--- src/rtl/spi_acc_pkg.sv ---
// Package: field layout of the access register and shared helpers.
// Assumes a 32-bit register with three byte slots in the low 24 bits.
package spi_acc_pkg;
    localparam int REG_W     = 32;
    localparam int NUM_SLOTS = 3;
    localparam int SLOT_W    = 8;
    localparam int DATA_W    = NUM_SLOTS * SLOT_W;
    localparam int CNT_LSB   = 24;
    localparam int START_BIT = 26;
    localparam int SEL_BIT   = 27;
    localparam int RDY_BIT   = 28;

    // Maps the count code to the index of the last slot sent (code 3 acts as code 2).
    function automatic logic [1:0] last_slot_of(input logic [1:0] code);
        logic [1:0] r;
        case (code)
            2'd0:    r = 2'd0;
            2'd1:    r = 2'd1;
            default: r = 2'd2;
        endcase
        return r;
    endfunction
endpackage

--- src/rtl/spi_sck_div.sv ---
// Serial clock divider: while run is high, toggles sck every HALF_DIV
// system clocks and flags the cycle of each rising and falling edge.
// Assumes run stays high for whole SCK periods; sck is forced low when idle.
module spi_sck_div #(
    parameter int HALF_DIV = 2
) (
    input  logic clk,
    input  logic rst_n,
    input  logic run,
    output logic sck,
    output logic rise_o,
    output logic fall_o
);
    localparam int CW = (HALF_DIV > 1) ? $clog2(HALF_DIV) : 1;
    localparam logic [CW-1:0] LAST = CW'(HALF_DIV - 1);

    logic [CW-1:0] cnt_q;
    logic          expire;

    assign expire = (cnt_q == LAST);
    assign rise_o = run && expire && !sck;
    assign fall_o = run && expire && sck;

    // Phase counter and SCK level register.
    always_ff @(posedge clk) begin
        if (!rst_n || !run) begin
            cnt_q <= '0;
            sck   <= 1'b0;
        end else if (expire) begin
            cnt_q <= '0;
            sck   <= ~sck;
        end else begin
            cnt_q <= cnt_q + 1'b1;
        end
    end

    // Each SCK phase lasts exactly HALF_DIV system clocks.
    assert_half_period_R2: assert property (@(posedge clk) disable iff (!rst_n)
        ($past(run) && (sck != $past(sck))) |-> ($past(cnt_q) == LAST));
endmodule

--- src/rtl/spi_byte_shifter.sv ---
// Byte shifter: holds the byte in flight, presents its MSB on mosi,
// captures miso on a rising SCK edge and shifts on a falling edge.
// Assumes load never coincides with rise; load wins over a shift.
module spi_byte_shifter #(
    parameter int W = 8
) (
    input  logic         clk,
    input  logic         rst_n,
    input  logic         load,
    input  logic [W-1:0] load_byte,
    input  logic         rise,
    input  logic         fall,
    input  logic         miso,
    output logic         mosi,
    output logic [W-1:0] next_byte
);
    logic [W-1:0] sreg_q;
    logic         rx_q;

    assign mosi      = sreg_q[W-1];
    assign next_byte = {sreg_q[W-2:0], rx_q};

    // Shift register: load a new byte or shift in the sampled bit.
    always_ff @(posedge clk) begin
        if (!rst_n) begin
            sreg_q <= '0;
        end else if (load) begin
            sreg_q <= load_byte;
        end else if (fall) begin
            sreg_q <= next_byte;
        end
    end

    // Sampled MISO bit, captured on the rising SCK edge.
    always_ff @(posedge clk) begin
        if (!rst_n) begin
            rx_q <= 1'b0;
        end else if (rise) begin
            rx_q <= miso;
        end
    end
endmodule

--- src/rtl/spi_flash_access.sv ---
// Top: software access register plus byte sequencer for an SPI mode 0
// master. A write while idle loads data, count and select; a set start
// bit launches 1..3 bytes, each overwritten by the byte received with it.
// Assumes software polls the ready bit; writes while busy are dropped.
module spi_flash_access
    import spi_acc_pkg::*;
#(
    parameter int HALF_DIV = 2
) (
    input  logic             clk,
    input  logic             rst_n,
    input  logic             reg_wr,
    input  logic [REG_W-1:0] reg_wdata,
    output logic [REG_W-1:0] reg_rdata,
    output logic             spi_sck,
    output logic             spi_mosi,
    input  logic             spi_miso,
    output logic             spi_cs_n
);
    localparam int BITW = $clog2(SLOT_W);

    logic [NUM_SLOTS-1:0][SLOT_W-1:0] data_q;
    logic [1:0]      cnt_q;
    logic            sel_q;
    logic            busy_q;
    logic [BITW-1:0] bit_q;
    logic [1:0]      slot_q;
    logic [1:0]      last_slot;
    logic            accept_wr;
    logic            start_req;
    logic            rise;
    logic            fall;
    logic            byte_done;
    logic            more_bytes;
    logic            sh_load;
    logic [SLOT_W-1:0] sh_load_byte;
    logic [SLOT_W-1:0] rx_byte;
    logic [1:0]      next_slot;

    assign last_slot  = last_slot_of(cnt_q);
    assign accept_wr  = reg_wr && !busy_q;
    assign start_req  = accept_wr && reg_wdata[START_BIT];
    assign byte_done  = busy_q && fall && (bit_q == BITW'(SLOT_W - 1));
    assign more_bytes = (slot_q != last_slot);
    assign next_slot  = slot_q + 2'd1;

    // Shifter is loaded at start and at each byte boundary with more to send.
    assign sh_load      = start_req || (byte_done && more_bytes);
    assign sh_load_byte = start_req ? reg_wdata[SLOT_W-1:0] : data_q[next_slot];

    spi_sck_div #(.HALF_DIV(HALF_DIV)) u_div (
        .clk    (clk),
        .rst_n  (rst_n),
        .run    (busy_q),
        .sck    (spi_sck),
        .rise_o (rise),
        .fall_o (fall)
    );

    spi_byte_shifter #(.W(SLOT_W)) u_shift (
        .clk       (clk),
        .rst_n     (rst_n),
        .load      (sh_load),
        .load_byte (sh_load_byte),
        .rise      (rise),
        .fall      (fall),
        .miso      (spi_miso),
        .mosi      (spi_mosi),
        .next_byte (rx_byte)
    );

    // Per-slot data registers: software write when idle, received byte on completion.
    for (genvar g = 0; g < NUM_SLOTS; g++) begin : g_slot
        always_ff @(posedge clk) begin
            if (!rst_n) begin
                data_q[g] <= '0;
            end else if (accept_wr) begin
                data_q[g] <= reg_wdata[g*SLOT_W +: SLOT_W];
            end else if (byte_done && (slot_q == 2'(g))) begin
                data_q[g] <= rx_byte;
            end
        end
    end

    // Configuration fields: count and select, writable only while idle.
    always_ff @(posedge clk) begin
        if (!rst_n) begin
            cnt_q <= 2'd0;
            sel_q <= 1'b0;
        end else if (accept_wr) begin
            cnt_q <= reg_wdata[CNT_LSB +: 2];
            sel_q <= reg_wdata[SEL_BIT];
        end
    end

    // Sequencer: busy flag, bit counter within the byte, current slot.
    always_ff @(posedge clk) begin
        if (!rst_n) begin
            busy_q <= 1'b0;
            bit_q  <= '0;
            slot_q <= 2'd0;
        end else if (start_req) begin
            busy_q <= 1'b1;
            bit_q  <= '0;
            slot_q <= 2'd0;
        end else if (busy_q && fall) begin
            bit_q <= bit_q + 1'b1;
            if (byte_done) begin
                if (more_bytes) begin
                    slot_q <= next_slot;
                end else begin
                    busy_q <= 1'b0;
                end
            end
        end
    end

    // Register read view: the start bit always reads as zero.
    always_comb begin
        reg_rdata                   = '0;
        reg_rdata[DATA_W-1:0]       = data_q;
        reg_rdata[CNT_LSB +: 2]     = cnt_q;
        reg_rdata[SEL_BIT]          = sel_q;
        reg_rdata[RDY_BIT]          = !busy_q;
    end

    assign spi_cs_n = !sel_q;

    // SCK idles low outside a transfer.
    assert_sck_idle_R8: assert property (@(posedge clk) disable iff (!rst_n)
        !busy_q |-> !spi_sck);

    // MOSI moves only together with a falling SCK edge during a transfer.
    assert_mosi_on_fall_R8: assert property (@(posedge clk) disable iff (!rst_n)
        (busy_q && $past(busy_q) && !$fell(spi_sck)) |-> $stable(spi_mosi));

    // Select and count cannot change while a transfer runs.
    assert_busy_freeze_R9: assert property (@(posedge clk) disable iff (!rst_n)
        $past(busy_q) |-> ($stable(sel_q) && $stable(cnt_q)));

    // A transfer only begins from a write carrying the start bit.
    assert_start_from_write_R5: assert property (@(posedge clk) disable iff (!rst_n)
        $rose(busy_q) |-> $past(reg_wr && reg_wdata[START_BIT]));

    // The slot index never passes the last slot of the selected count.
    assert_slot_bound_R2: assert property (@(posedge clk) disable iff (!rst_n)
        busy_q |-> (slot_q <= last_slot));
endmodule

--- config.mk ---
export PLATFORM = sky130hd
export DESIGN_NAME = spi_flash_access
export DESIGN_NICKNAME = d
export VERILOG_FILES = /design/src/rtl/spi_acc_pkg.sv /design/src/rtl/spi_sck_div.sv /design/src/rtl/spi_byte_shifter.sv /design/src/rtl/spi_flash_access.sv
export SDC_FILE = /design/constraint.sdc
export NUM_CORES = 1
export LEC_CHECK = 0
export BUFFER_PORTS_ARGS = -buffer_cell sky130_fd_sc_hd__buf_2
export CORE_ASPECT_RATIO = 0.7
export CORE_MARGIN = 1.5
export CORE_UTILIZATION = 44
export DETAILED_ROUTE_END_ITERATION = 8
export MAX_ROUTING_LAYER = met4
export PLACE_DENSITY_LB_ADDON = 0.25
export SYNTH_ARGS = -nofsm -noshare
export SYNTH_HDL_FRONTEND = slang
export SYNTH_HIERARCHICAL = 1
export SYNTH_SLANG_ARGS = --single-unit
--- constraint.sdc ---
create_clock -name clk -period 2.3 [get_ports clk]
set_clock_uncertainty 0.15 [all_clocks]
set_input_delay 0.46 -clock clk [delete_from_list [all_inputs] [get_ports clk]]
set_output_delay 0.46 -clock clk [all_outputs]
set_load 0.005 [all_outputs]
# ---- Yosys cells after proc, flatten, opt, wreduce, memory -nomap -nowiden
# Cells that the tools add are included.
dict set report totals {
  reg_bits 44
  latch_bits 0
  ramBits 0
  mem_bits_ro 0
  inputBits 36
  elab_cells 69
  n_memories 0
}
dict set report op_classes {
  addsub 3
  mul 0
  n_div 0
  order_cmp 1
  n_eq_ne 6
  shifts 0
  mux 16
  n_bitwise 2
  reduce_logical 29
}
# operator n
set ops {}
lappend ops {{2-to-1 mux 8 bit} 10}
lappend ops {{binary-select mux 8 bit (select 2 bit)} 1}
lappend ops {{nonzero test 2 bit} 6}
lappend ops {{logical AND 1 bit} 11}
lappend ops {{AND reduction 3 bit} 2}
lappend ops {{equality test 2 x 1 -> 1 bit (second input constant)} 2}
lappend ops {{logical NOT 1 bit} 4}
lappend ops {{logical NOT 2 bit} 2}
lappend ops {{2-to-1 mux 1 bit} 4}
lappend ops {{one-hot mux 2 bit (2 select lines)} 1}
lappend ops {{OR reduction 2 bit} 2}
lappend ops {{adder 3 x 1 -> 3 bit (second input constant)} 1}
lappend ops {{equality test 3 bit (second input constant)} 1}
lappend ops {{less-than comparator 2 x 3 -> 1 bit (second input constant)} 1}
lappend ops {{adder 2 x 1 -> 2 bit (second input constant)} 1}
lappend ops {{equality test 2 bit (second input constant)} 1}
lappend ops {{logical OR 1 bit} 2}
lappend ops {{inequality test 2 bit} 1}
lappend ops {{inequality test 2 bit (second input constant)} 1}
lappend ops {{NOT 1 bit} 2}
lappend ops {{adder 1 bit (second input constant)} 1}

# ---- Logic depth before layout (Yosys ltp)
# Gate-level depths: netlist of the first run.
dict set report depth {
  depth_word 7
  depth_mapped 9
}

# ---- Cells and area by module
# Netlist of the first run, hierarchy kept.
# mod n_inst cells_per_inst area_per_inst_um2 seq_area_each_um2
set by_module_without_submodules {}
lappend by_module_without_submodules {spi_flash_access 1 236 1931.9 660.6}
lappend by_module_without_submodules {spi_byte_shifter 1 39 484.2 180.2}
lappend by_module_without_submodules {spi_sck_div 1 9 75.1 40.0}

# ---- Worst setup path before layout of the first run
# No wires, ideal clock.
dict set report synth_path {
  kind {flip-flop to flip-flop}
  start {reg slot_q[0]}
  end {reg u_shift.sreg_q[7]}
  setup_time_ns 0.116
  t_arrival_ns 1.886
  slack_ns 0.148
  stages_incl_launch_ff 10
  n_path_buf 2
  cell_sequence {dfxtp_1 > buf_2 > inv_1 > ha_1 > clkbuf_1 > nor2_1 > a31oi_1 > a21oi_1 > or2b_1 > o211a_1}
}
dict set report synth_via {
  elab_chain_len 5
}
# element line
set synth_lines {}
lappend synth_lines {{start, declared} spi_flash_access.sv:27} ;# logic [1:0] slot_q;
lappend synth_lines {{start signal, assigned} spi_flash_access.sv:110} ;# slot_q <= next_slot;
lappend synth_lines {{adder 2 x 1 -> 2 bit} spi_flash_access.sv:45} ;# assign next_slot = slot_q + 2'd1;
lappend synth_lines {{via next_slot[0]} spi_flash_access.sv:38} ;# logic [1:0] next_slot;
lappend synth_lines {{binary-select mux 8 bit (select 2 bit)} spi_flash_access.sv:49} ;# assign sh_load_byte = start_req ? reg_wdata[SLOT_W-1:0] : data_q[next_slot];
lappend synth_lines {{2-to-1 mux 8 bit (implied by the code)} spi_flash_access.sv:49}
lappend synth_lines {{2-to-1 mux 8 bit} spi_flash_access.sv:49}
lappend synth_lines {{via sh_load_byte[7]} spi_flash_access.sv:36} ;# logic [SLOT_W-1:0] sh_load_byte;
lappend synth_lines {{2-to-1 mux 8 bit} spi_byte_shifter.sv:27} ;# end else if (load) begin
lappend synth_lines {{end signal, assigned} spi_byte_shifter.sv:28} ;# sreg_q <= load_byte;
lappend synth_lines {{end signal, assigned} spi_byte_shifter.sv:30} ;# sreg_q <= next_byte;
lappend synth_lines {{end, declared} spi_byte_shifter.sv:17} ;# logic [W-1:0] sreg_q;
# The timed path passes the listed nets, and every way through them passes these cells. The select of a mux whose other input is x is not followed.
# A chain may end at the register's enable or synchronous reset.

# ---- Final worst setup path of the first run
dict set report layout_path {
  start {reg slot_q[1]}
  end {reg u_shift.sreg_q[1]}
}
# element line
set layout_rtl {}
lappend layout_rtl {{inequality test 2 bit *} spi_flash_access.sv:44} ;# assign more_bytes = (slot_q != last_slot);
lappend layout_rtl {{logical AND 1 bit *} spi_flash_access.sv:48} ;# assign sh_load = start_req || (byte_done && more_bytes);
lappend layout_rtl {{logical OR 1 bit *} spi_flash_access.sv:48}
lappend layout_rtl {{via sh_load} spi_flash_access.sv:35} ;# logic sh_load;
lappend layout_rtl {{2-to-1 mux 8 bit or nonzero test 2 bit (tied branches)} -}
# The timed path passes the listed nets; every way through them passes the cells marked *. The select of a mux whose other input is x is not followed.

==> results.tsv, run 1 <==
metric	value	unit
start_util	0.4665	
seq_area	880.8	sq um
fmax	495.9	MHz
ctsHoldBuffers	0	
final_cell_count_no_fill	413	
overflow	0	
antenna_left	0	
dp_cells	405	
synth_edf_count	0	
path_common_cell	nand2_1	
wirelength	6087	um
status	complete, no violations	
synthArstFlopShare	0	
post_cts_resized	0	
path_max_fanout	16	
arrival	2.05	ns
rsz0062_at_grt	false	
clk_pin_slew	0.08	ns
hp-start	reg_wdata[25]	
yosysWarnings	6	
drive_gt1_frac	0.3138	
dpl_worst_slack	0.2895	ns
pin_count	71	
tns	0	ns
crit_chain	nor2_1, a2bb2oi_1, nand2_1, nand2_1, or2b_1, o211a_1	
min_to	cnt_q[1]	
dieArea	0.006130	sq mm
clock-sinks	44	
post_cts_buffers	0	
grt_pass1_vias	1912	
multiInputGateArea	0.001430	sq mm
cts_max_path_buffers	2	
ir_drop	0.0002724	V
final_core_util	0.5438	
hold_viol	0	
p_per_area	575.1	mW/mm^2
startpoint_type	register	
viasPerCell	5.322	
worstSetupPathDepth	6	
antenna_found_initial	0	
synthFlopType	dfxtp_1	
initialDrtViolationCount	162	
grt_pass1_wl	9887	um
synth.cell_area	0.002491	sq mm
slew_violations	0	
gp_congestion	0.8078	
die_h	65.96	um
crit_type	register to register	
whs_path_depth	3	
fin_ws	0.2834	ns
clk_latency	0.29	ns
final_common_cell	buf_2	
hold_class	input port to register	
drc_errors	0	
drt-pass1-iter-count	4	
rr_startpoint	slot_q[1]	
netlist_instances	284	
syn2layout_area_growth	16.57	%
rows	22	
synth.avg_cell_area	8.772	sq um
coreArea	0.005340	sq mm
hpwlAfterDp	4277	um
worstSetupEndpointType	register	
fill_cells	530	
critPathMaxStageDelay	0.42	ns
final_area	0.002904	sq mm
tritoncts	built	
cts-root-buf	clkbuf_8	
diodes	0	
finalSetupViolations	0	
worstPathRequired	2.33	ns
cts_inserted_buffers	5	
critPathTopFamily	simple AND/OR/NAND/NOR gates	
rrSetupSlack	0.28	ns
yosysUniqueCellTypes	33	
final_cell_mix	buf_2 (62), dfxtp_1 (44), nand2_1 (41)	
min_period	2.017	ns
numPortBuffers	62	
wl_per_cell	14.74	um
grt_max_degree	23	
worstPathBufferInverterCount	0	
routed-via-count	2198	
timing.final.crit_share	0.8768	
seq_area_frac_synth	0.3536	
num-nets-final	381	
p_leak	1.519	nW
rr_endpoint	u_shift/sreg_q[1]	
grt.total_usage	0.2129	
die_x	92.94	um
slowest_stage	dfxtp_1	
htree_levels	2	
maxCapViolations	0	
place_area	0.002814	sq mm
reg2reg_depth	6	
ys_ff_latch	44	
[cell families after synthesis]
| family | Yosys count | synth area share |
|---|---|---|
| buf+inv | 30 | 0.07785 |
| compound gates | 61 | 0.1878 |
| flops | 44 | 0.3536 |
| simple gates | 123 | 0.2592 |
| fa+ha+maj | 5 | 0.02511 |
| xor+xnor | 3 | 0.01055 |
| mux | 17 | 0.08438 |
| other cells | 1 | 0.001505 |
[registers in the layout, summed over array words and instances, names as in the netlist]
name            flops
u_shift/sreg_q      8
reg_rdata          24
busy_q              1
bit_q               3
cnt_q               2
sel_q               1
slot_q              2
u_div/cnt_q         1
u_div/sck           1
u_shift/rx_q        1
[final cells by class]
| type | count | share of cell area |
|---|---|---|
| flip-flops and latches | 44 | 0.3033 |
| multi-input cells | 213 | 0.4925 |
| inverters | 4 | 0.005170 |
| well taps | 72 | 0.03102 |
| clock buffers | 8 | 0.03102 |
| repair buffers | 72 | 0.1370 |
[cells in the mapped netlist, types with 2 or more instances]
library cell / count / area (sq um)
dfxtp_1: 44 / 880.8
nand2_1: 41 / 153.9
nor2_1: 29 / 108.9
o211a_1: 24 / 240.2
nand3_1: 19 / 95.09
a21oi_1: 18 / 90.09
nor3_2: 16 / 160.2
mux2i_1: 9 / 90.09
o21ai_0: 9 / 45.04
buf_4: 8 / 60.06
mux2_4: 8 / 120.1
or2b_1: 8 / 60.06
clkbuf_1: 7 / 26.28
buf_6: 6 / 67.56
buf_2: 5 / 25.02
ha_1: 5 / 62.56
a21boi_0: 4 / 30.03
inv_1: 4 / 15.01
and3_1: 3 / 18.77
a21o_4: 2 / 30.03
nor2b_1: 2 / 12.51
xnor2_1: 2 / 17.52
[where the power goes]
part / switching [mW] / total [mW] / internal [mW]
clock network: 0.255 / 0.500 / 0.245
registers: 0.0485 / 0.862 / 0.813
logic: 0.154 / 0.308 / 0.154
[how the worst max path moves through the flow]
stage                              endpoint  slack (ns)       from
after CTS                 u_shift/sreg_q[6]        0.30  slot_q[1]
after global placement    u_shift/sreg_q[0]        0.37  slot_q[1]
after detailed placement  u_shift/sreg_q[6]        0.29  slot_q[1]
final                     u_shift/sreg_q[1]        0.28  slot_q[1]
after floorplan           u_shift/sreg_q[7]        0.15  slot_q[0]
after global routing      u_shift/sreg_q[5]        0.07  slot_q[1]
[per-stage QoR]
step	power [mW]	hold WS [ns]
after floorplan	1.078	0.2836
after global placement	1.181	0.2953
after detailed placement	1.186	0.3039
after CTS	1.690	0.2542
after global routing	1.765	0.2734
final	1.670	0.2600
[worst register-to-register path: stages, from the launching register on]
cell and delay (ns):
dfxtp_1 0.42, nor2_1 0.07, a2bb2oi_1 0.36, nand2_1 0.13
nand2_1 0.38, or2b_1 0.28, o211a_1 0.12
[per-layer routing]
metal / GRT usage / wire length [um]
met4: 0.03977 / 23
met2: 0.3184 / 2694
met5: - / 0
met1: 0.3036 / 2913
met3: 0.03678 / 456
Power figures use the tool's default switching activity.
==> run 2, diff against run 1 <==
--- a/config.mk
+++ b/config.mk
@@ -5,13 +5,12 @@
 export SDC_FILE = /design/constraint.sdc
 export NUM_CORES = 1
 export LEC_CHECK = 0
-export BUFFER_PORTS_ARGS = -buffer_cell sky130_fd_sc_hd__buf_2
 export CORE_ASPECT_RATIO = 0.7
 export CORE_MARGIN = 1.5
 export CORE_UTILIZATION = 44
 export DETAILED_ROUTE_END_ITERATION = 8
+export DONT_BUFFER_PORTS = 1
 export MAX_ROUTING_LAYER = met4
-export PLACE_DENSITY_LB_ADDON = 0.25
 export SYNTH_ARGS = -nofsm -noshare
 export SYNTH_HDL_FRONTEND = slang
 export SYNTH_HIERARCHICAL = 1
==> results.tsv, run 2 (same netlist as run 1, synthesis figures left out) <==
metric	value	unit	change
worstSetupEndpointType	register		
wl_per_cell	17.25	um	+17%
grt_pass1_vias	1865		-2.5%
cts-root-buf	clkbuf_8		
post_cts_buffers	0		unchanged
slew_headroom	0.6648		
coreArea	0.005340	sq mm	unchanged
diodes	0		unchanged
switchingPower	432.6	uW	-5.4%
finalSetupViolations	0		unchanged
timing.final.crit_share	0.8763		about the same
pwr-share-seq	0.558		+0.042
final_area	0.002574	sq mm	-11%
viasPerCell	5.602		+5.3%
p_leak	1.237	nW	-19%
numPortBuffers	0		-100%
fill_cells	525		-0.94%
grt.total_usage	0.2153		+0.002369
pin_count	71		unchanged
antenna_left	0		unchanged
ctsHoldBuffers	0		unchanged
fmax	496.2	MHz	about the same
crit_type	register to register		
htree_levels	2		unchanged
maxCapViolations	0		unchanged
largest_register_ffs	24		unchanged
clk_pin_slew	0.09	ns	about the same
path_max_fanout	7		-9
gp_congestion	0.8327		+3.1%
slew_violations	0		unchanged
drt-pass1-iter-count	4		unchanged
initialDrtViolationCount	84		-48%
final_cell_mix	dfxtp_1 (44), nand2_1 (41), nor2_1 (29)		
dieArea	0.006130	sq mm	unchanged
hold_viol	0		unchanged
die_h	65.96	um	unchanged
clk_latency	0.29	ns	about the same
worstPathRequired	2.34	ns	about the same
routed-via-count	1955		-11%
wirelength	6020	um	-1.1%
cts_inserted_buffers	5		unchanged
internal-power	1.131	mW	-6.7%
num-nets-final	318		-17%
antenna_found_initial	0		unchanged
cts_max_path_buffers	2		unchanged
p_comb_frac	0.144		-0.040
min_period	2.016	ns	-0.001117 ns
clkPwrFrac	0.298		-0.002
arrival	2.05	ns	about the same
tritoncts	built		
grt_max_degree	42		+83%
start_util	0.4665		unchanged
drive_gt1_frac	0.1588		-0.1549
place_area	0.002496	sq mm	-11%
clock-sinks	44		unchanged
tns	0	ns	unchanged
final_common_cell	dfxtp_1		
ir_drop	0.0002577	V	-5.4%
rows	22		unchanged
hpwlAfterDp	4173	um	-2.4%
startpoint_type	register		
status	complete, no violations		
rsz0062_at_grt	false		
syn2layout_area_growth	3.315	%	
grt_pass1_wl	9832	um	-0.56%
post_cts_resized	0		unchanged
p_per_area	607.6	mW/mm^2	+5.7%
swShare	0.2766		+0.002730
drc_errors	0		unchanged
die_x	92.94	um	unchanged
overflow	0		unchanged
hold_class	input port to register		
tightest_slew	0.5015	ns	
[run 2: cell types whose count changed in the layout (fill, tap and decap cells not counted), sizes merged]
cell | before | now
buf | 72 | 9
clkbuf | 8 | 6
clkinv | 0 | 1
[run 2: final timing paths]
path	startpoint	to	slack (ns)	depth (start not counted)
worst max-delay path	slot_q[0]	u_shift/sreg_q[2]	0.28	7
worst min-delay path	rst_n	u_shift/rx_q	0.14	1
worst max register to register	slot_q[0]	u_shift/sreg_q[2]	0.28	7
worst min register to register	bit_q[2]	bit_q[2]	0.31	2
[run 2: area by class of cell]
class	count	area (sq um)	share of cell area
Clock buffer	6	72.57	0.02820
Clock inverter	1	5.005	0.001945
Inverter	4	15.01	0.005834
Multi-Input combinational cell	213	1430	0.5557
Sequential cell	44	880.8	0.3422
Tap cell	72	90.09	0.03500
Timing Repair Buffer	9	80.08	0.03111
[run 2: power groups by stage]
stage          logic (mW)  registers [mW]  clock network (mW)
5_1_grt             0.252           0.882               0.514
6_report            0.225           0.873               0.466
3_3_place_gp        0.220           0.892                   0
3_5_place_dp        0.226           0.891                   0
2_1_floorplan       0.205           0.873                   0
4_1_cts             0.226           0.874               0.477
[run 2: layer usage]
metal / vias up / part of all wire / routed length [um] / global-route usage
li1: 957 / - / - / -
met1: 943 / 0.48 / 2918 / 0.2935
met2: 53 / 0.44 / 2657 / 0.3148
met4: 0 / 0.0042 / 25 / 0.04545
met3: 2 / 0.069 / 418 / 0.06437
met5: - / 0 / 0 / -
[run 2: through the flow]
step / hold WS, ns / util / worst slack (ns) / instances / total power, mW
2_1_floorplan: 0.2836 / - / 0.1483 / 287 / 1.078
3_3_place_gp: 0.2975 / 0.4674 / 0.3442 / 342 / 1.111
3_5_place_dp: 0.3031 / 0.4674 / 0.3171 / 342 / 1.117
4_1_cts: 0.1423 / 0.4820 / 0.2964 / 349 / 1.577
5_1_grt: 0.1344 / 0.4820 / 0.1246 / 349 / 1.647
6_report: 0.1438 / 0.4820 / 0.2845 / 349 / 1.564
[run 2: critical path, cell delays in order (launching register included)]
cell     delay [ns]
dfxtp_1        0.43
inv_1          0.12
ha_1           0.31
and2_1         0.26
a21oi_1        0.20
a21oi_1        0.08
or2b_1         0.23
o211a_1        0.12
